`src/rtl/gpio_pkg.sv`:
```
package gpio_pkg;
  localparam int unsigned REG_AW = 2;

  typedef enum logic [REG_AW-1:0] {
    REG_DATA = 2'd0,
    REG_DIR  = 2'd1
  } reg_addr_e;
endpackage

```
`src/rtl/gpio_rst_sync.sv`:
```
module gpio_rst_sync (
  input  logic clk,
  input  logic arst_n,
  output logic rst_ok_o
);
  logic stage0_q;
  logic stage1_q;

  always_ff @(posedge clk or negedge arst_n) begin
    if (!arst_n) begin
      stage0_q <= 1'b0;
      stage1_q <= 1'b0;
    end else begin
      stage0_q <= 1'b1;
      stage1_q <= stage0_q;
    end
  end

  assign rst_ok_o = stage1_q;
endmodule

```
`src/rtl/gpio_sync2.sv`:
```
module gpio_sync2 #(
  parameter int unsigned WIDTH = 8
) (
  input  logic             clk,
  input  logic             rst_ok,
  input  logic [WIDTH-1:0] d_i,
  output logic [WIDTH-1:0] q_o
);
  for (genvar i = 0; i < WIDTH; i++) begin : g_bit
    logic meta_q;
    logic sync_q;

    always_ff @(posedge clk or negedge rst_ok) begin
      if (!rst_ok) begin
        meta_q <= 1'b0;
        sync_q <= 1'b0;
      end else begin
        meta_q <= d_i[i];
        sync_q <= meta_q;
      end
    end

    assign q_o[i] = sync_q;
  end
endmodule

```
`src/rtl/gpio_regs.sv`:
```
module gpio_regs #(
  parameter int unsigned WIDTH   = 8,
  parameter int unsigned AW      = gpio_pkg::REG_AW,
  parameter bit          HAS_DIR = 1'b1
) (
  input  logic             clk,
  input  logic             rst_ok,
  input  logic             sel_i,
  input  logic             wr_i,
  input  logic [AW-1:0]    addr_i,
  input  logic [WIDTH-1:0] wdata_i,
  input  logic [WIDTH-1:0] pin_sync_i,
  output logic [WIDTH-1:0] rdata_o,
  output logic [WIDTH-1:0] lat_q,
  output logic [WIDTH-1:0] dir_q
);
  import gpio_pkg::*;

  logic             hit_data;
  logic             hit_dir;
  logic             wr_data;
  logic             wr_dir;
  logic             rd_en;
  logic [WIDTH-1:0] lat_d;

  assign hit_data = (addr_i == AW'(REG_DATA));
  assign hit_dir  = HAS_DIR && (addr_i == AW'(REG_DIR));
  assign wr_data  = rst_ok && sel_i && wr_i && hit_data;
  assign wr_dir   = rst_ok && sel_i && wr_i && hit_dir;
  assign rd_en    = sel_i && !wr_i;

  always_comb begin
    lat_d = lat_q;
    if (wr_data) lat_d = wdata_i;
  end

  always_ff @(posedge clk) begin
    if (wr_data) lat_q <= lat_d;
  end

  if (HAS_DIR) begin : g_dir
    logic [WIDTH-1:0] dir_d;

    always_comb begin
      dir_d = dir_q;
      if (wr_dir) dir_d = wdata_i;
    end

    always_ff @(posedge clk or negedge rst_ok) begin
      if (!rst_ok) dir_q <= '0;
      else if (wr_dir) dir_q <= dir_d;
    end
  end else begin : g_nodir
    assign dir_q = '0;
  end

  always_comb begin
    rdata_o = '0;
    if (rd_en) begin
      if (hit_data)     rdata_o = (lat_q & dir_q) | (pin_sync_i & ~dir_q);
      else if (hit_dir) rdata_o = dir_q;
    end
  end

  AST_DIR_WRITE_VISIBLE: assert property (@(posedge clk) disable iff (!rst_ok)
    wr_dir |=> dir_q == $past(wdata_i));

  AST_LATCH_HOLDS: assert property (@(posedge clk) disable iff (!rst_ok)
    !wr_data |=> $stable(lat_q));

  AST_OUT_BITS_FROM_LATCH: assert property (@(posedge clk) disable iff (!rst_ok)
    (rd_en && hit_data) |-> ((rdata_o ^ lat_q) & dir_q) == '0);

  AST_UNMAPPED_ZERO: assert property (@(posedge clk) disable iff (!rst_ok)
    (rd_en && !hit_data && !hit_dir) |-> rdata_o == '0);
endmodule

```
`src/rtl/gpio_pad_ctl.sv`:
```
module gpio_pad_ctl #(
  parameter int unsigned      WIDTH    = 8,
  parameter logic [WIDTH-1:0] ALT_MASK = '0
) (
  input  logic             rst_ok,
  input  logic [WIDTH-1:0] lat_q,
  input  logic [WIDTH-1:0] dir_q,
  input  logic [WIDTH-1:0] alt_oe_i,
  input  logic [WIDTH-1:0] alt_out_i,
  output logic [WIDTH-1:0] pin_out_o,
  output logic [WIDTH-1:0] pin_oe_o
);
  logic [WIDTH-1:0] alt_take;

  assign alt_take = alt_oe_i & ALT_MASK & {WIDTH{rst_ok}};

  for (genvar i = 0; i < WIDTH; i++) begin : g_pin
    assign pin_out_o[i] = alt_take[i] ? alt_out_i[i] : lat_q[i];
    assign pin_oe_o[i]  = alt_take[i] | dir_q[i];
  end
endmodule

```
`src/rtl/gpio_port.sv`:
```
module gpio_port #(
  parameter int unsigned      WIDTH    = 8,
  parameter bit               HAS_DIR  = 1'b1,
  parameter logic [WIDTH-1:0] ALT_MASK = '0,
  localparam int unsigned     AW       = gpio_pkg::REG_AW
) (
  input  logic             clk,
  input  logic             rst_n,
  input  logic             bus_sel,
  input  logic             bus_wr,
  input  logic [AW-1:0]    bus_addr,
  input  logic [WIDTH-1:0] bus_wdata,
  output logic [WIDTH-1:0] bus_rdata,
  input  logic [WIDTH-1:0] pin_in,
  output logic [WIDTH-1:0] pin_out,
  output logic [WIDTH-1:0] pin_oe,
  input  logic [WIDTH-1:0] alt_oe,
  input  logic [WIDTH-1:0] alt_out
);
  logic             rst_ok;
  logic [WIDTH-1:0] pin_sync;
  logic [WIDTH-1:0] lat_q;
  logic [WIDTH-1:0] dir_q;

  gpio_rst_sync u_rst (
    .clk      (clk),
    .arst_n   (rst_n),
    .rst_ok_o (rst_ok)
  );

  gpio_sync2 #(.WIDTH(WIDTH)) u_sync (
    .clk    (clk),
    .rst_ok (rst_ok),
    .d_i    (pin_in),
    .q_o    (pin_sync)
  );

  gpio_regs #(.WIDTH(WIDTH), .AW(AW), .HAS_DIR(HAS_DIR)) u_regs (
    .clk        (clk),
    .rst_ok     (rst_ok),
    .sel_i      (bus_sel),
    .wr_i       (bus_wr),
    .addr_i     (bus_addr),
    .wdata_i    (bus_wdata),
    .pin_sync_i (pin_sync),
    .rdata_o    (bus_rdata),
    .lat_q      (lat_q),
    .dir_q      (dir_q)
  );

  gpio_pad_ctl #(.WIDTH(WIDTH), .ALT_MASK(ALT_MASK)) u_pad (
    .rst_ok    (rst_ok),
    .lat_q     (lat_q),
    .dir_q     (dir_q),
    .alt_oe_i  (alt_oe),
    .alt_out_i (alt_out),
    .pin_out_o (pin_out),
    .pin_oe_o  (pin_oe)
  );

  AST_ALT_OFF_IN_RESET: assert property (@(posedge clk) disable iff (!rst_n)
    !rst_ok |-> pin_oe == '0);

  AST_INPUT_LAG: assert property (@(posedge clk) disable iff (!rst_ok)
    (bus_sel && !bus_wr && bus_addr == AW'(gpio_pkg::REG_DATA) && $past(rst_ok, 2))
      |-> ((bus_rdata ^ $past(pin_in, 2)) & ~dir_q) == '0);
endmodule

```
`config.mk`:
```
export PLATFORM = sky130hd
export DESIGN_NAME = gpio_port
export DESIGN_NICKNAME = d
export VERILOG_FILES = /design/src/rtl/gpio_pkg.sv /design/src/rtl/gpio_rst_sync.sv /design/src/rtl/gpio_sync2.sv /design/src/rtl/gpio_regs.sv /design/src/rtl/gpio_pad_ctl.sv /design/src/rtl/gpio_port.sv
export SDC_FILE = /design/constraint.sdc
export NUM_CORES = 1
export LEC_CHECK = 0
export BUFFER_PORTS_ARGS = -buffer_cell sky130_fd_sc_hd__buf_2
export CAP_MARGIN = 10
export CORE_UTILIZATION = 46
export CTS_BUF_LIST = sky130_fd_sc_hd__clkbuf_4 sky130_fd_sc_hd__clkbuf_8
export DETAILED_ROUTE_END_ITERATION = 16
export PLACE_DENSITY_LB_ADDON = 0.25
export SLEW_MARGIN = 0
export SYNTH_ARGS = -nofsm -noshare
export SYNTH_HDL_FRONTEND = slang
export SYNTH_SLANG_ARGS = --single-unit
```
`constraint.sdc`:
```
create_clock -name clk -period 1.06 [get_ports clk]
set_input_delay 0.159 -clock clk [delete_from_list [all_inputs] [get_ports clk]]
set_output_delay 0.159 -clock clk [all_outputs]
set_load 0.1 [all_outputs]
```
==> impl_metrics.py, run 1 <==
metrics = {
    "status": {
        "outcome": "did not finish",
        "stop_stage": "clock tree synthesis",
        "first-error": "[ERROR DPL-0033] detailed placement checks failed during check placement.",
    },
    "synth": {
        "synth.distinct_cells": 14,
        "yosysWarningCount": 0,
        "mappedNetlistArea_mm2": 0.001187,
        "synth_area_per_cell_um2": 16.05,
        "synth_cells": 74,
        "ys_ff_latch": 34,
        "syn_nets": 112,
        "ys_seq_area_frac": 0.7503,
    },
    "cts": {
        "cts-root-buf": "clkbuf_4",
        "numClockSinks": 34,
        "cts_hold_buf": 13,
        "numCtsBuffers": 5,
        "cts_setup_buffers": 8,
        "htree_levels": 2,
        "cts_resized": 27,
        "clockBufferDepth": 2,
    },
    "die": {
        "start_util": 0.4837,
        "rows": 18,
        "die_w_um": 52.81,
        "io_pins": 62,
        "dieHeight_um": 52.81,
    },
    "placement": {
        "dpl_worst_slack_ns": -0.2490,
        "gp_congestion": 0.7161,
        "numPortBuffers": 45,
        "hpwl_mm": 2.441,
        "dp.cells": 171,
    },
}
[metrics by stage]
stage            util  area (um2)  setup TNS (ns)
3_3_place_gp   0.8619        2116          -3.501
2_1_floorplan       -        1324          -11.13
3_5_place_dp   0.8619        2116          -4.129
[cell families after synthesis]
group | after synthesis | synth area share
DFF | 34 | 0.7503
AOI/OAI and AO/OA | 16 | 0.08430
and+or+nand+nor | 13 | 0.07693
muxes | 8 | 0.07587
buffers and inverters | 2 | 0.009483
other | 1 | 0.003158
[Yosys cell counts]
library cell | count | area share
mux2_2 | 8 | 0.076
nor2_1 | 8 | 0.025
nor2b_4 | 1 | 0.012
a211oi_1 | 8 | 0.051
nand2b_1 | 1 | 0.0053
nor2_4 | 1 | 0.0095
dfrtp_1 | 26 | 0.55
a21oi_1 | 8 | 0.034
conb_1 | 1 | 0.0032
buf_4 | 1 | 0.0063
edfxtp_1 | 8 | 0.20
nand4_4 | 1 | 0.018
clkbuf_1 | 1 | 0.0032
and4_1 | 1 | 0.0074
==> run 2, diff against run 1 <==
--- a/config.mk
+++ b/config.mk
@@ -7,10 +7,10 @@
 export LEC_CHECK = 0
 export BUFFER_PORTS_ARGS = -buffer_cell sky130_fd_sc_hd__buf_2
 export CAP_MARGIN = 10
-export CORE_UTILIZATION = 46
-export CTS_BUF_LIST = sky130_fd_sc_hd__clkbuf_4 sky130_fd_sc_hd__clkbuf_8
+export CORE_AREA = 2 2 63 65
 export DETAILED_ROUTE_END_ITERATION = 16
-export PLACE_DENSITY_LB_ADDON = 0.25
+export DIE_AREA = 0 0 65 67
+export PLACE_DENSITY_LB_ADDON = 0.15
 export SLEW_MARGIN = 0
 export SYNTH_ARGS = -nofsm -noshare
 export SYNTH_HDL_FRONTEND = slang
==> impl_metrics.py, run 2 <==
metrics = {
    "cts": {
        "cts-root-buf": "clkbuf_8",
        "numClockSinks": 34,
        "numCtsBuffers": 5,
        "htree_levels": 2,
        "clockBufferDepth": 2,
        "clk_pin_slew_ns": 0.06,
        "tritoncts": "built",
        "clock_latency_ns": 0.28,
    },
    "die": {
        "dieHeight_um": 67,
        "io_pins": 62,
        "coreArea_mm2": 0.003606,
        "floorplan.die_area_mm2": 0.004355,
        "rows": 22,
        "start_util": 0.3293,
        "die_w_um": 65,
    },
    "placement": {
        "numPortBuffers": 45,
        "dp.cells": 190,
        "gp_congestion": 0.6969,
        "place_area_mm2": 0.002146,
        "dpl_worst_slack_ns": -0.2884,
        "hpwl_mm": 2.023,
    },
    "power": {
        "power_frac_seq": 0.385,
        "switching_power_uw": 1499,
        "ir_drop_mv": 0.9449,
        "leakage_uw": 0.001048,
        "p_per_area_mw_per_mm2": 1689,
        "combPwrFrac": 0.402,
        "p_sw_frac": 0.3627,
        "power_frac_clock": 0.213,
        "p_int_uw": 2634,
    },
    "synth": {
        "synth_top_area_cell": "dfrtp_1",
        "synth_cells": 74,
        "ys_ff_latch": 34,
        "yosys_most_used_dff": "dfrtp_1",
        "syn_nets": 112,
        "synth_most_common_cell": "dfrtp_1",
        "synth_edf_count": 8,
        "synth_async_sr_flop_share": 0.7647,
        "synth_area_per_cell_um2": 16.05,
        "synth.distinct_cells": 14,
        "netlist.area_leader.share": 0.5479,
        "synthTopCellsByArea": "dfrtp_1 55%, edfxtp_1 20%, mux2_2 7.6%",
        "mappedNetlistArea_mm2": 0.001187,
        "yosysWarningCount": 0,
        "ys_seq_area_frac": 0.7503,
    },
    "run": {
        "cap_viol_max_count": 0,
    },
    "worst_setup_path": {
        "rrSetupSlack_ns": -0.09,
        "crit_type": "flop to output pin",
        "crit_arrival_ns": 1.22,
        "start_kind": "flop",
        "crit_required_ns": 0.90,
        "cp-end-kind": "output pin",
        "cp_max_fo": 3,
    },
    "timing": {
        "hold_viol": 0,
        "finalClockSkew_ns": 0.005337,
        "finalCritPeriodShare": 1.305,
        "finalSetupViolations": 32,
        "holdWs_ns": 0.06496,
        "rsz0062_at_grt": "yes",
        "slew_viol_final": 0,
        "finalWorstSetupSlack_ns": -0.3231,
        "fmax_mhz": 723.0,
        "min_period_ns": 1.383,
    },
    "layout": {
        "final_nets": 200,
        "fin_area_mm2": 0.002447,
        "layout_commonest_cell": "buf_12",
        "layout_common_cells": "24 x buf_12, 21 x buf_2, 17 x dfrtp_1",
        "fin_util": 0.6787,
        "antenna_cells": 0,
        "stdcell_count": 211,
        "synthToLayoutAreaGrowth_pct": 106.1,
        "drive_above_1_share": 0.7301,
    },
    "detailed_routing": {
        "ant_nets": 0,
        "drc": 0,
        "drt-total-wl_mm": 2.980,
        "routed_via_density": 4.346,
        "avgRoutedWirePerCell_um": 14.12,
        "drt_pass1_iterations": 4,
        "drt_iter0_drc": 26,
        "vias": 917,
    },
    "global_routing": {
        "grt-busiest-layer": "met2",
        "use_met3": 0.05405,
        "grt_pass1_wl_mm": 4.685,
        "grt_use_met1": 0.1811,
        "grt_overflow": 0,
        "grt_max_degree": 25,
        "antenna_found_initial": 0,
        "grt_pass1_vias": 969,
        "gr-usage-all-layers": 0.1544,
        "grt_use_met2": 0.2500,
    },
    "worst_hold_path": {
        "hp-class": "primary input to flop",
    },
    "status": {
        "outcome": "finished with violations",
        "violations": "setup timing",
    },
}
## run 2: cell counts after synthesis
No cell type changed its count.
## run 2: path summary, 6_finish.rpt
| path | cells past startpoint | from | end |
|---|---|---|---|
| worst max-delay path | 3 | u_regs.dir_q[4]$_DFFE_PN0P_ | bus_rdata[4] |
| worst max register to register | 2 | u_rst.rst_ok_o$_DFF_PN0_ | u_regs.dir_q[1]$_DFFE_PN0P_ |
| max in group asynchronous | 1 | u_rst.rst_ok_o$_DFF_PN0_ | u_regs.dir_q[0]$_DFFE_PN0P_ |
| worst min-delay path | 1 | bus_wdata[4] | u_regs.lat_q[4]$_DFFE_PP_ |
| min in group asynchronous | 2 | rst_n | u_rst.stage0_q$_DFF_PN0_ |
| worst min register to register | 0 | u_sync.g_bit[5].meta_q$_DFF_PN0_ | u_sync.g_bit[5].sync_q$_DFF_PN0_ |
## run 2: what timing repair did
item	CTS	global route
gates resized for setup	19	13
endpoints found under the setup margin	35	38
hold buffers	9	0
hold endpoints to repair	10	0
buffers inserted	2	9
pin swaps	1	4
## run 2: metal layers
layer	routed length, um	up-vias
li1	-	436
met1	1230	444
met2	1526	31
met3	172	6
met4	50	0
met5	0	-
## run 2: cell type report
class,count,area [um2]
Timing Repair Buffer,83,949.7
Fill cell,254,1159
Sequential cell,34,904.6
Multi-Input combinational cell,38,452.9
Tap cell,48,60.06
Clock buffer,8,80.08
## run 2: cell families after synthesis
group,Yosys count,synth area share
simple gates,13,0.07693
other cells,1,0.003158
mux,8,0.07587
compound gates,16,0.08430
buf+inv,2,0.009483
flops,34,0.7503
## run 2: critical path, cell delays in order, from the launching register on
cell	delay (ns)
dfrtp_2	0.41
a21oi_2	0.06
a211oi_4	0.26
buf_12	0.21
## run 2: power groups by stage
stage / clock (uW) / combinational, uW / sequential, uW
2_1_floorplan: 0 / 310 / 2160
3_3_place_gp: 0 / 1510 / 1600
3_5_place_dp: 0 / 1520 / 1600
4_1_cts: 910 / 1630 / 1590
5_1_grt: 985 / 1720 / 1610
6_report: 880 / 1660 / 1590
## run 2: stage by stage
stage | power (uW) | setup TNS, ns
6_report | 4133 | -5.072
5_1_grt | 4314 | -6.453
4_1_cts | 4127 | -5.108
3_5_place_dp | 3121 | -4.537
3_3_place_gp | 3105 | -4.251
2_1_floorplan | 2467 | -11.13
Power figures use the tool's default switching activity.
==> run 3, diff against run 2 <==
--- a/config.mk
+++ b/config.mk
@@ -5,6 +5,7 @@
 export SDC_FILE = /design/constraint.sdc
 export NUM_CORES = 1
 export LEC_CHECK = 0
+export ABC_AREA = 1
 export BUFFER_PORTS_ARGS = -buffer_cell sky130_fd_sc_hd__buf_2
 export CAP_MARGIN = 10
 export CORE_AREA = 2 2 63 65
==> impl_metrics.py, run 3 <==
metrics = {
    "status": {
        "outcome": "finished with violations",
        "violations": "setup timing",
    },
    "detailed_routing": {
        "drt_iter0_drc": 16,
        "ant_nets": 0,
        "routed_via_density": 4.355,
        "drt-total-wl_mm": 3.234,
        "drc": 0,
        "drt_pass1_iterations": 4,
        "avgRoutedWirePerCell_um": 13.36,
        "vias": 1054,
    },
    "run": {
        "cap_viol_max_count": 0,
    },
    "die": {
        "floorplan.die_area_mm2": 0.004355,
        "io_pins": 62,
        "rows": 22,
        "coreArea_mm2": 0.003606,
        "dieHeight_um": 67,
        "die_w_um": 65,
        "start_util": 0.3428,
    },
    "synth": {
        "synth_async_sr_flop_share": 0.7647,
        "synth_area_per_cell_um2": 12.24,
        "ys_seq_area_frac": 0.7206,
        "netlist.area_leader.share": 0.5263,
        "synthTopCellsByCount": "26 x dfrtp_1, 25 x nand2_1",
        "synthTopCellsByArea": "dfrtp_1 53%, edfxtp_1 19%, nand2_1 7.6%",
        "synth.distinct_cells": 15,
        "synth_cells": 101,
        "synth_most_common_cell": "dfrtp_1",
        "synth_top_area_cell": "dfrtp_1",
        "yosysWarningCount": 0,
        "mappedNetlistArea_mm2": 0.001236,
        "yosys_most_used_dff": "dfrtp_1",
        "syn_nets": 139,
        "ys_ff_latch": 34,
        "synth_edf_count": 8,
    },
    "layout": {
        "regArea_um2": 904.6,
        "final_nets": 231,
        "antenna_cells": 0,
        "multiInputGateArea_um2": 478.0,
        "drive_above_1_share": 0.6546,
        "fin_area_mm2": 0.002502,
        "layout_common_cells": "24 x buf_12, 21 x buf_2, 17 x dfrtp_1",
        "fillCellCount": 266,
        "synthToLayoutAreaGrowth_pct": 102.4,
        "layout_commonest_cell": "buf_12",
    },
    "cts": {
        "clockBufferDepth": 2,
        "clk_pin_slew_ns": 0.07,
        "tritoncts": "built",
        "cts-root-buf": "clkbuf_8",
        "htree_levels": 2,
        "numClockSinks": 34,
        "numCtsBuffers": 5,
        "clock_latency_ns": 0.28,
    },
    "power": {
        "p_sw_frac": 0.3565,
        "switching_power_uw": 1396,
        "leakage_uw": 0.001083,
        "p_per_area_mw_per_mm2": 1565,
        "power_frac_clock": 0.223,
        "ir_drop_mv": 0.8985,
        "p_int_uw": 2519,
        "power_frac_seq": 0.396,
        "combPwrFrac": 0.381,
    },
    "timing": {
        "fmax_mhz": 745.1,
        "slew_viol_final": 0,
        "finalWorstSetupSlack_ns": -0.2821,
        "finalCritPeriodShare": 1.266,
        "hold_viol": 0,
        "min_period_ns": 1.342,
        "tns_ns": -4.289,
        "finalSetupViolations": 38,
        "finalClockSkew_ns": 0.008447,
        "rsz0062_at_grt": "yes",
    },
    "worst_setup_path": {
        "cp-end-kind": "output pin",
        "cp_max_fo": 3,
        "crit_type": "flop to output pin",
        "setup.worst_path.start": "u_regs.dir_q[0]$_DFFE_PN0P_",
        "crit_arrival_ns": 1.18,
        "start_kind": "flop",
        "regToRegStartpoint": "u_rst.rst_ok_o$_DFF_PN0_",
        "critPathSlowestCell": "dfrtp_2",
        "max_stage_delay_ns": 0.42,
        "crit_required_ns": 0.90,
        "cp_cell_sequence": "nand3b_1 > nand2_2 > nor2_4 > buf_12",
    },
    "global_routing": {
        "grt_overflow": 0,
        "grt_max_degree": 25,
        "grt_pass1_wl_mm": 5.195,
        "grt_pass1_vias": 1139,
        "antenna_found_initial": 0,
        "gr-usage-all-layers": 0.1723,
    },
    "worst_hold_path": {
        "hp-start": "bus_wdata[3]",
        "hp-class": "primary input to flop",
    },
    "placement": {
        "gp_congestion": 0.7437,
        "place_area_mm2": 0.002185,
        "numPortBuffers": 45,
        "hpwl_mm": 2.361,
    },
}
-- run 3: cell types whose count changed in the layout (fill, tap and decap cells not counted), moves of 7 or more --
cell      before  now
nand3b_1       0    8
nand2_2        0   14
o21ai_1        0    8
mux2_4         8    0
nand2_1        0   11
nor2_4         1    8
a211oi_4       8    0
-- run 3: path summary, 6_finish.rpt --
path | endpoint | slack [ns] | cells past startpoint
worst max-delay path | bus_rdata[0] | -0.28 | 4
worst min-delay path | u_regs.lat_q[3]$_DFFE_PP_ | 0.07 | 1
worst max register to register | u_regs.lat_q[1]$_DFFE_PP_ | -0.09 | 3
worst min register to register | u_rst.rst_ok_o$_DFF_PN0_ | 0.34 | 0
max in group asynchronous | u_regs.dir_q[4]$_DFFE_PN0P_ | 0.45 | 1
min in group asynchronous | u_rst.rst_ok_o$_DFF_PN0_ | 0.17 | 2
-- run 3: power groups by stage --
stage	Sequential [uW]	Clock [uW]	Combinational (uW)
after global routing	1560	970	1560
after detailed placement	1550	0	1370
after global placement	1550	0	1350
after floorplan	2040	0	268
after CTS	1540	902	1480
final	1550	873	1490
-- run 3: final cells by class --
class | count | share of cell area
repair buffers | 85 | 0.3870
inverters | 3 | 0.004500
multi-input cells | 64 | 0.1910
well taps | 48 | 0.02400
clock buffers | 8 | 0.03200
flip-flops and latches | 34 | 0.3615
-- run 3: metal layers --
layer | track usage | vias up | wire, um
met5 | 0 | - | 0
met4 | 0.08777 | 0 | 74
met3 | 0.06081 | 5 | 195
met2 | 0.2874 | 31 | 1663
met1 | 0.1952 | 501 | 1300
li1 | - | 517 | -
-- run 3: cell families (layout without fill, tap and decap cells) --
logic type	after synthesis	count (layout)	synth area share
buffers and inverters	3	96	0.009109
other	1	1	0.003034
and+or+nand+nor	47	47	0.2024
AOI/OAI and AO/OA	16	16	0.06478
DFF	34	34	0.7206
-- run 3: timing repair --
| item | in CTS | in global routing |
|---|---|---|
| setup endpoints to repair | 40 | 40 |
| pin swaps | 0 | 10 |
| hold buffers | 9 | 0 |
| endpoints found under the hold margin | 10 | 0 |
| gates resized for setup | 29 | 19 |
| buffers inserted | 10 | 9 |
-- run 3: critical path, delay by kind of cell (launching register included) --
kind / cells / cell delay, ns
DFF: 1 / 0.42
buffers and inverters: 1 / 0.18
and+or+nand+nor: 3 / 0.31
-- run 3: per-stage QoR --
step,std cells,hold WS (ns),util,worst slack (ns),power (uW)
3_5_place_dp,223,-0.05291,0.6058,-0.1110,2921
2_1_floorplan,101,-0.1366,-,-0.7807,2306
6_report,242,0.07461,0.6940,-0.2821,3915
3_3_place_gp,223,-0.05664,0.6058,-0.07289,2898
4_1_cts,242,0.05241,0.6846,-0.2858,3920
5_1_grt,242,0.06458,0.6940,-0.3305,4092
==> run 4, diff against run 3 <==
--- a/config.mk
+++ b/config.mk
@@ -8,9 +8,9 @@
 export ABC_AREA = 1
 export BUFFER_PORTS_ARGS = -buffer_cell sky130_fd_sc_hd__buf_2
 export CAP_MARGIN = 10
-export CORE_AREA = 2 2 63 65
+export CORE_AREA = 8 8 69 71
 export DETAILED_ROUTE_END_ITERATION = 16
-export DIE_AREA = 0 0 65 67
+export DIE_AREA = 0 0 77 79
 export PLACE_DENSITY_LB_ADDON = 0.15
 export SLEW_MARGIN = 0
 export SYNTH_ARGS = -nofsm -noshare
==> constraint.sdc (replaced) <==
create_clock -name clk -period 1.7 [get_ports clk]
set_input_delay 0.255 -clock clk [delete_from_list [all_inputs] [get_ports clk]]
set_output_delay 0.255 -clock clk [all_outputs]
set_load 0.1 [all_outputs]
==> impl_metrics.py, run 4 (same netlist as run 3, synthesis figures left out) <==
metrics = {
    "status": {
        "outcome": "finished clean",
    },
    "worst_setup_path": {
        "crit_arrival_ns": 1.28,
        "cp_max_fo": 8,
        "cp-end-kind": "output pin",
        "crit_required_ns": 1.44,
        "start_kind": "primary input",
        "crit_type": "primary input to output pin",
    },
    "cts": {
        "clock_latency_ns": 0.28,
        "tritoncts": "built",
        "cts_resized": 0,
        "numCtsBuffers": 5,
        "cts_hold_buf": 1,
        "htree_levels": 2,
        "cts-root-buf": "clkbuf_8",
        "clockBufferDepth": 2,
        "numClockSinks": 34,
        "clk_pin_slew_ns": 0.06,
        "cts_setup_buffers": 0,
    },
    "layout": {
        "final_nets": 194,
        "antenna_cells": 0,
        "drive_above_1_share": 0.4459,
        "synthToLayoutAreaGrowth_pct": 47.77,
        "fillCellCount": 369,
        "layout_common_cells": "37 x buf_2, 25 x nand2_1, 25 x dfrtp_1",
        "layout_commonest_cell": "buf_2",
    },
    "power": {
        "p_per_area_mw_per_mm2": 1172,
        "power_uw": 2142,
        "power_frac_clock": 0.275,
        "power_frac_seq": 0.441,
        "p_int_uw": 1341,
        "combPwrFrac": 0.285,
        "switching_power_uw": 800.4,
        "ir_drop_mv": 0.5145,
        "p_sw_frac": 0.3737,
        "leakage_uw": 0.0008176,
    },
    "detailed_routing": {
        "avgRoutedWirePerCell_um": 14.68,
        "ant_nets": 0,
        "vias": 918,
        "drt_pass1_iterations": 4,
        "drt_iter0_drc": 29,
        "routed_via_density": 4.435,
        "drt-total-wl_mm": 3.038,
        "drc": 0,
    },
    "die": {
        "dieHeight_um": 79,
        "rows": 23,
        "start_util": 0.3254,
        "io_pins": 62,
        "coreArea_mm2": 0.003799,
        "die_w_um": 77,
        "floorplan.die_area_mm2": 0.006083,
    },
    "run": {
        "cap_viol_max_count": 0,
    },
    "timing": {
        "finalSetupViolations": 0,
        "slew_viol_final": 0,
        "min_period_ns": 1.539,
        "finalCritPeriodShare": 0.9054,
        "finalWorstSetupSlack_ns": 0.1609,
        "finalClockSkew_ns": 0.003319,
        "rsz0062_at_grt": "no",
        "fmax_mhz": 649.7,
        "hold_viol": 0,
    },
    "global_routing": {
        "gr-usage-all-layers": 0.1097,
        "grt_max_degree": 25,
        "grt_pass1_wl_mm": 5.002,
        "antenna_found_initial": 0,
        "grt_pass1_vias": 1026,
        "grt_overflow": 0,
    },
    "worst_hold_path": {
        "hp-class": "primary input to flop",
    },
    "placement": {
        "dpl_worst_slack_ns": 0.1363,
        "hpwl_mm": 2.236,
        "numPortBuffers": 45,
        "gp_congestion": 0.6486,
    },
}
==> run 4: cell count changes in the layout (fill, tap and decap cells not counted), sizes merged <==
cell and delta:
clkbuf -1, buf -29, dlygate4sd3 -8, clkinv +1
==> run 4: layer usage <==
| layer | wire length [um] | up-vias | GRT usage |
|---|---|---|---|
| li1 | - | 442 | - |
| met1 | 1187 | 440 | 0.1087 |
| met2 | 1558 | 31 | 0.1869 |
| met3 | 244 | 5 | 0.05869 |
| met4 | 47 | 0 | 0.05094 |
| met5 | 0 | - | 0 |
==> run 4: cell type report <==
class                   count  area (um2)  share of cell area
flip-flops and latches     34       892.1              0.4884
multi-input cells          64       399.1              0.2185
repair buffers             48       370.4              0.2027
clock buffers               7       86.33             0.04726
well taps                  50       62.56             0.03425
inverters                   3       11.26            0.006164
clock inverters             1       5.005            0.002740
==> run 4: power by group through the flow <==
stage / sequential, uW / clock (uW) / combinational [uW]
final: 944 / 588 / 609
after detailed placement: 962 / 0 / 615
after CTS: 945 / 613 / 618
after floorplan: 1260 / 0 / 164
after global placement: 957 / 0 / 609
after global routing: 956 / 657 / 643
==> run 4: final timing paths <==
path / to / cells past startpoint / slack (ns) / start
max in group asynchronous: u_sync.g_bit[3].sync_q$_DFF_PN0_ / 1 / 1.15 / u_rst.rst_ok_o$_DFF_PN0_
setup reg to reg: u_regs.lat_q[7]$_DFFE_PP_ / 3 / 0.49 / u_rst.rst_ok_o$_DFF_PN0_
hold reg to reg: u_regs.dir_q[0]$_DFFE_PN0P_ / 1 / 0.32 / u_rst.rst_ok_o$_DFF_PN0_
setup / recovery: bus_rdata[5] / 5 / 0.16 / bus_addr[0]
hold / removal: u_sync.g_bit[1].meta_q$_DFF_PN0_ / 1 / 0.08 / pin_in[1]
min in group asynchronous: u_rst.rst_ok_o$_DFF_PN0_ / 2 / 0.29 / rst_n
==> run 4: worst max-delay path: stages <==
cell     delay, ns
buf_2         0.15
nor2_2        0.36
a21oi_1       0.18
nor2_4        0.16
buf_12        0.18
==> run 4: through the flow <==
| stage | cell area (um2) | TNS [ns] | utilization | instances | hold WS (ns) |
|---|---|---|---|---|---|
| finish | 1827 | 0 | 0.4809 | 207 | 0.07521 |
| detailed placement | 1725 | 0 | 0.4542 | 198 | 0.04284 |
| CTS | 1827 | 0 | 0.4809 | 207 | 0.06522 |
| global placement | 1725 | 0 | 0.4542 | 198 | 0.04132 |
| floorplan | 1303 | -1.995 | - | 101 | -0.04059 |
| global route | 1827 | 0 | 0.4809 | 207 | 0.05452 |
